### config.mk
export PLATFORM = sky130hd
export DESIGN_NAME = sfb_bridge
export DESIGN_NICKNAME = d
export VERILOG_FILES = /design/src/rtl/sfb_pkg.sv /design/src/rtl/sfb_flag_norm.sv /design/src/rtl/sfb_ctrl.sv /design/src/rtl/sfb_rd_capture.sv /design/src/rtl/sfb_wr_drive.sv /design/src/rtl/sfb_bridge.sv
export SDC_FILE = /design/constraint.sdc
export NUM_CORES = 1
export LEC_CHECK = 0
export ABC_CLOCK_PERIOD_IN_PS = 2100
export BUFFER_PORTS_ARGS = -buffer_cell sky130_fd_sc_hd__buf_4
export CORE_ASPECT_RATIO = 0.7
export CORE_MARGIN = 3
export CORE_UTILIZATION = 38
export CTS_CLUSTER_DIAMETER = 30
export CTS_CLUSTER_SIZE = 14
export DETAILED_ROUTE_END_ITERATION = 6
export GPL_ROUTABILITY_DRIVEN = 0
export PLACE_DENSITY = 0.79
export SYNTH_ARGS = -nofsm -noshare
export SYNTH_HDL_FRONTEND = slang
export SYNTH_SLANG_ARGS = --single-unit
### constraint.sdc
create_clock -name clk -period 2.1 [get_ports clk]
set_clock_uncertainty 0.05 [all_clocks]
set_input_delay 0.42 -clock clk [delete_from_list [all_inputs] [get_ports clk]]
set_output_delay 0.42 -clock clk [all_outputs]
set_load 0.02 [all_outputs]
### src/rtl/sfb_pkg.sv
package sfb_pkg;

   typedef enum logic [1:0] {
      SFB_IDLE   = 2'd0,
      SFB_RD_SEL = 2'd1,
      SFB_RD_STB = 2'd2,
      SFB_WR     = 2'd3
   } sfb_state_e;

endpackage

### src/rtl/sfb_flag_norm.sv
module sfb_flag_norm #(
   parameter bit FLAG_LOW_ACTIVE = 1'b1
) (
   input  logic out_empty_flag,
   input  logic in_full_flag,
   output logic cmd_avail,
   output logic in_space
);

   generate
      if (FLAG_LOW_ACTIVE) begin : g_low
         assign cmd_avail = out_empty_flag;
         assign in_space  = in_full_flag;
      end else begin : g_high
         assign cmd_avail = ~out_empty_flag;
         assign in_space  = ~in_full_flag;
      end
   endgenerate

endmodule

### src/rtl/sfb_ctrl.sv
module sfb_ctrl
   import sfb_pkg::*;
(
   input  logic       clk,
   input  logic       rst_n,
   input  logic       cmd_avail,
   input  logic       in_space,
   input  logic       img_valid,
   output sfb_state_e state,
   output logic       wr_fire
);

   sfb_state_e state_nx;
   logic       wr_ready;

   assign wr_ready = img_valid & in_space & ~cmd_avail;
   assign wr_fire  = (state == SFB_WR) & wr_ready;

   always_comb begin
      state_nx = state;
      case (state)
         SFB_IDLE: begin
            if (cmd_avail)
               state_nx = SFB_RD_SEL;
            else if (img_valid && in_space)
               state_nx = SFB_WR;
         end
         SFB_RD_SEL: state_nx = cmd_avail ? SFB_RD_STB : SFB_IDLE;
         SFB_RD_STB: state_nx = SFB_RD_SEL;
         SFB_WR:     state_nx = wr_ready ? SFB_WR : SFB_IDLE;
         default:    state_nx = SFB_IDLE;
      endcase
   end

   always_ff @(posedge clk or negedge rst_n) begin
      if (!rst_n)
         state <= SFB_IDLE;
      else
         state <= state_nx;
   end


   stb_then_sel_chk: assert property (@(posedge clk) disable iff (!rst_n)
      (state == SFB_RD_STB) |=> (state == SFB_RD_SEL));


   no_direct_swap_chk: assert property (@(posedge clk) disable iff (!rst_n)
      (state == SFB_WR) |=> (state == SFB_WR || state == SFB_IDLE));

endmodule

### src/rtl/sfb_rd_capture.sv
module sfb_rd_capture #(
   parameter int DATA_W = 16
) (
   input  logic              clk,
   input  logic              rst_n,
   input  logic              strobe,
   input  logic [DATA_W-1:0] dq_in,
   output logic [DATA_W-1:0] word,
   output logic              valid
);

   always_ff @(posedge clk or negedge rst_n) begin
      if (!rst_n) begin
         word  <= '0;
         valid <= 1'b0;
      end else begin
         valid <= strobe;
         if (strobe)
            word <= dq_in;
      end
   end


   capture_word_chk: assert property (@(posedge clk) disable iff (!rst_n)
      strobe |=> (valid && word == $past(dq_in)));


   valid_single_chk: assert property (@(posedge clk) disable iff (!rst_n)
      !strobe |=> !valid);

endmodule

### src/rtl/sfb_wr_drive.sv
module sfb_wr_drive #(
   parameter int DATA_W = 16
) (
   input  logic              drive_en,
   input  logic              fire,
   input  logic [DATA_W-1:0] img_word,
   output logic [DATA_W-1:0] dq_out,
   output logic              dq_drive,
   output logic              wr_n,
   output logic              take
);

   assign dq_drive = drive_en;
   assign dq_out   = drive_en ? img_word : '0;
   assign wr_n     = ~(drive_en & fire);
   assign take     = drive_en & fire;


   strobe_driven_chk: assert final (wr_n || (dq_drive && dq_out == img_word));

endmodule

### src/rtl/sfb_bridge.sv
module sfb_bridge
   import sfb_pkg::*;
#(
   parameter int DATA_W          = 16,
   parameter int ADDR_W          = 2,
   parameter int RD_EP_ADDR      = 0,
   parameter int WR_EP_ADDR      = 2,
   parameter bit FLAG_LOW_ACTIVE = 1'b1
) (
   input  logic              clk,
   input  logic              rst_n,
   input  logic              ep_out_empty_flag,
   input  logic              ep_in_full_flag,
   output logic [ADDR_W-1:0] ep_addr,
   output logic              bus_oe_n,
   output logic              bus_rd_n,
   output logic              bus_wr_n,
   input  logic [DATA_W-1:0] dq_in,
   output logic [DATA_W-1:0] dq_out,
   output logic              dq_drive,
   output logic [DATA_W-1:0] cmd_word,
   output logic              cmd_valid,
   input  logic [DATA_W-1:0] img_word,
   input  logic              img_valid,
   output logic              img_take
);

   localparam logic [ADDR_W-1:0] RD_CODE = ADDR_W'(RD_EP_ADDR);
   localparam logic [ADDR_W-1:0] WR_CODE = ADDR_W'(WR_EP_ADDR);

   generate
      if (DATA_W < 1) begin : g_bad_width
         $error("sfb_bridge: DATA_W must be positive");
      end
      if (RD_EP_ADDR == WR_EP_ADDR) begin : g_bad_addr
         $error("sfb_bridge: read and write endpoints must differ");
      end
      if (RD_EP_ADDR >= (1 << ADDR_W) || WR_EP_ADDR >= (1 << ADDR_W)) begin : g_bad_range
         $error("sfb_bridge: endpoint address does not fit ADDR_W");
      end
   endgenerate

   logic       cmd_avail;
   logic       in_space;
   logic       wr_fire;
   logic       rd_phase;
   logic       rd_strobe;
   logic       wr_phase;
   sfb_state_e state;

   sfb_flag_norm #(
      .FLAG_LOW_ACTIVE (FLAG_LOW_ACTIVE)
   ) u_flags (
      .out_empty_flag (ep_out_empty_flag),
      .in_full_flag   (ep_in_full_flag),
      .cmd_avail      (cmd_avail),
      .in_space       (in_space)
   );

   sfb_ctrl u_ctrl (
      .clk       (clk),
      .rst_n     (rst_n),
      .cmd_avail (cmd_avail),
      .in_space  (in_space),
      .img_valid (img_valid),
      .state     (state),
      .wr_fire   (wr_fire)
   );

   assign rd_phase  = (state == SFB_RD_SEL) || (state == SFB_RD_STB);
   assign rd_strobe = (state == SFB_RD_STB);
   assign wr_phase  = (state == SFB_WR);

   assign ep_addr  = wr_phase ? WR_CODE : RD_CODE;
   assign bus_oe_n = ~rd_phase;
   assign bus_rd_n = ~rd_strobe;

   sfb_rd_capture #(
      .DATA_W (DATA_W)
   ) u_capture (
      .clk    (clk),
      .rst_n  (rst_n),
      .strobe (rd_strobe),
      .dq_in  (dq_in),
      .word   (cmd_word),
      .valid  (cmd_valid)
   );

   sfb_wr_drive #(
      .DATA_W (DATA_W)
   ) u_drive (
      .drive_en (wr_phase),
      .fire     (wr_fire),
      .img_word (img_word),
      .dq_out   (dq_out),
      .dq_drive (dq_drive),
      .wr_n     (bus_wr_n),
      .take     (img_take)
   );


   rd_avail_chk: assert property (@(posedge clk) disable iff (!rst_n)
      !bus_rd_n |-> $past(cmd_avail));


   rd_setup_chk: assert property (@(posedge clk) disable iff (!rst_n)
      !bus_rd_n |-> (ep_addr == RD_CODE && !bus_oe_n && $past(!bus_oe_n)));


   rd_pulse_chk: assert property (@(posedge clk) disable iff (!rst_n)
      !bus_rd_n |=> bus_rd_n);


   wr_bus_chk: assert property (@(posedge clk) disable iff (!rst_n)
      !bus_wr_n |-> (dq_drive && ep_addr == WR_CODE && img_take && dq_out == img_word));


   take_only_on_write_chk: assert property (@(posedge clk) disable iff (!rst_n)
      img_take |-> (!bus_wr_n && img_valid));


   wr_space_chk: assert property (@(posedge clk) disable iff (!rst_n)
      !bus_wr_n |-> in_space);


   wr_prio_chk: assert property (@(posedge clk) disable iff (!rst_n)
      !bus_wr_n |-> !cmd_avail);


   drive_turn_chk: assert property (@(posedge clk) disable iff (!rst_n)
      dq_drive |=> bus_oe_n);


   oe_turn_chk: assert property (@(posedge clk) disable iff (!rst_n)
      !bus_oe_n |=> !dq_drive);


   no_contention_chk: assert property (@(posedge clk) disable iff (!rst_n)
      !(dq_drive && !bus_oe_n));

endmodule

==> flow_summary_export.csv <==
group,metric,value,unit
global_route,grt_max_degree,20,
cells_and_area,layout_commonest_cell,"buf_4",
worst_setup_path,worstPathMaxFanout,19,
power,p_leak,0.842,nW
clocking,cts_setup_buffers,0,
worst_setup_path,cp.arrival,1.46,ns
power,power_frac_comb,63.2,%
global_route,grt_pass1_vias,817,
cells_and_area,drive_above_1_share,64.9,%
floorplanning,die-area,3190,um^2
floorplanning,die_x,66.2,um
global_route,grt_pass1_wl,3860,um
clocking,clk_latency,0.29,ns
clocking,h-tree-depth,1,
worst_setup_path,crit_required,1.63,ns
route,drtIter0Drc,45,
power,switching_share,41.5,%
synthesis,synth_area_per_cell,12.5,um^2
global_route,overflow,0,
worst_hold_path,holdPathStages,2,
timing,fin_crit,1.93,ns
worst_setup_path,r2r_end,"u_capture.word[1]",
cells_and_area,fin_util,69.7,%
timing,post-route-period-util,91.9,%
run_status,status,"finished clean",
power,p_clk_share,8.0,%
cells_and_area,layout_common_cells,"77 x buf_4, 19 x dfrtp_1, 17 x and2_1",
route,drt_first_pass_iters,3,
placed_design,io_buffers,75,
clocking,cts_made_buffers,3,
floorplanning,core_area,2280,um^2
synthesis,netlist_area,965,um^2
worst_setup_path,end_kind,"output pin",
synthesis,synth_cell_types,18,
global_route,grt_antenna_before_repair,0,
synthesis,synth_warnings,0,
worst_setup_path,timing.rr.start,"u_ctrl.state[0]",
timing,finalSetupViolCount,0,
worst_setup_path,r2r_slack,0.52,ns
clocking,cts_tree,"built",
route,antenna_left,0,
route,wl_per_cell,13.9,um
cells_and_area,antenna-diode-count,0,
floorplanning,initial_core_util,42.4,%
synthesis,ys_seq_elements,19,
synthesis,synth_fp_nets,119,
cells_and_area,n_fill_cell,187,
clocking,root_buffer,"clkbuf_4",
worst_setup_path,worstRegToRegCells,4,
clocking,cts.sink_count,19,
route,vias_per_cell,4.46,
worst_hold_path,hp-class,"primary input to flop",
timing,rsz0062_at_grt,"false",
power,seqPwrFrac,28.8,%
clocking,clk_pin_slew,0.11,ns
timing,finalSetupTns,0,ns
global_route,track_usage,16.3,%
power,internal_power,1.34,mW
route,drcViolationCount,0,
job,drv_cap,0,
placed_design,dp_hpwl,2180,um
synthesis,synthCells,77,
clocking,cts.path.max_buffers,2,
synthesis,ys_seq_area_share,49.3,%
worst_hold_path,worstHoldStart,"dq_in[0]",
power,p_sw,0.951,mW
power,power_density,1440,nW/um^2
floorplanning,core.rowCount,14,
worst_hold_path,min_to,"u_capture.word[0]",
cells_and_area,syn_to_final_growth,64.6,%
power,ir_drop,0.000786,V
timing,fmax,518,MHz
worst_setup_path,crit_type,"flop to output pin",
timing,slew_viol_final,0,
route,vias,829,
route,drt_wl_total,2580,um
cells_and_area,nets,197,
floorplanning,ios,77,
worst_setup_path,cp-start-kind,"flop",
floorplanning,die_h,48.2,um
timing,hold_viol_final,0,
[cells in the mapped netlist]
master,count,share of area [%]
mux2i_1,1,1.0
dfrtp_1,19,49
ha_1,5,6.5
conb_1,1,0.39
inv_1,5,1.9
mux2_2,16,19
inv_2,1,0.39
buf_6,1,1.2
nor3_1,1,0.52
a22o_1,1,0.91
and2_1,17,11
clkbuf_1,1,0.39
o32a_1,2,2.1
buf_2,1,0.52
buf_4,2,1.6
a21oi_1,1,0.52
nand2b_1,1,0.65
nand4b_4,1,2.5
[repair_timing]
item / in CTS / in global routing
hold endpoints to repair: 19 / 0
setup endpoints to repair: 0 / 18
resized for setup: 0 / 1
hold buffers: 1 / 0
[power groups by stage]
| stage | Combinational [mW] | Sequential (mW) | Clock [mW] |
|---|---|---|---|
| 4_1_cts | 1.47 | 0.660 | 0.186 |
| 6_report | 1.45 | 0.660 | 0.184 |
| 3_3_place_gp | 1.43 | 0.656 | 0 |
| 3_5_place_dp | 1.47 | 0.668 | 0 |
| 5_1_grt | 1.55 | 0.685 | 0.204 |
| 2_1_floorplan | 0.663 | 0.865 | 0 |
[registers in the layout (all words and copies together) (netlist names)]
signal,flops
u_capture.word,16
u_ctrl.state,2
u_capture.valid,1
[worst max-delay path: stages, from the launching register on]
cell	delay, ns
dfrtp_1	0.43
ha_2	0.38
nand4b_4	0.15
inv_2	0.07
buf_4	0.13
[cells by family (layout without fill, tap and decap cells)]
kind of cell / count (synthesis) / count (layout) / share of synthesized area, %
adder cells (fa/ha/maj): 5 / 5 / 6.49
other: 1 / 1 / 0.389
buffers and inverters: 11 / 88 / 5.96
AO/OA/AOI/OAI: 4 / 4 / 3.50
AND/OR/NAND/NOR: 20 / 20 / 14.7
multiplexers: 17 / 17 / 19.7
flip-flops: 19 / 19 / 49.3
[layer usage]
| layer | global-route usage [%] | part of all wire (%) |
|---|---|---|
| met1 | 17.9 | 38 |
| met2 | 32.9 | 57 |
| met3 | 5.07 | 4.9 |
| met4 | 1.21 | 0 |
| met5 | 0 | 0 |
[worst max path at each step]
stage,startpoint,end,cells after the start
after floorplan,u_ctrl.state[0],dq_out[10],3
after global placement,u_ctrl.state[0],img_take,4
after detailed placement,u_ctrl.state[0],img_take,4
after CTS,u_ctrl.state[0],img_take,4
after global routing,u_ctrl.state[0],img_take,4
final,u_ctrl.state[0],img_take,4
[per-stage QoR]
| stage | cell area, um^2 | setup slack (ns) | hold slack [ns] | std cells | power, mW |
|---|---|---|---|---|---|
| after CTS | 1590 | 0.0126 | 0.295 | 186 | 2.31 |
| final | 1590 | 0.171 | 0.298 | 186 | 2.29 |
| after global placement | 1550 | 0.406 | 0.254 | 181 | 2.09 |
| after global routing | 1590 | 0.0479 | 0.283 | 186 | 2.44 |
| after floorplan | 965 | 0.332 | 0.0744 | 77 | 1.53 |
| after detailed placement | 1550 | 0.333 | 0.257 | 181 | 2.13 |
[cell type report]
cell class | instances | area (um^2) | area share (%)
clock buffers | 3 | 22.5 | 1.42
clock inverters | 1 | 5.00 | 0.315
inverters | 6 | 22.5 | 1.42
multi-input cells | 47 | 434 | 27.3
flip-flops and latches | 19 | 475 | 29.9
well taps | 32 | 40.0 | 2.52
repair buffers | 78 | 588 | 37.0
Power figures use the tool's default switching activity.
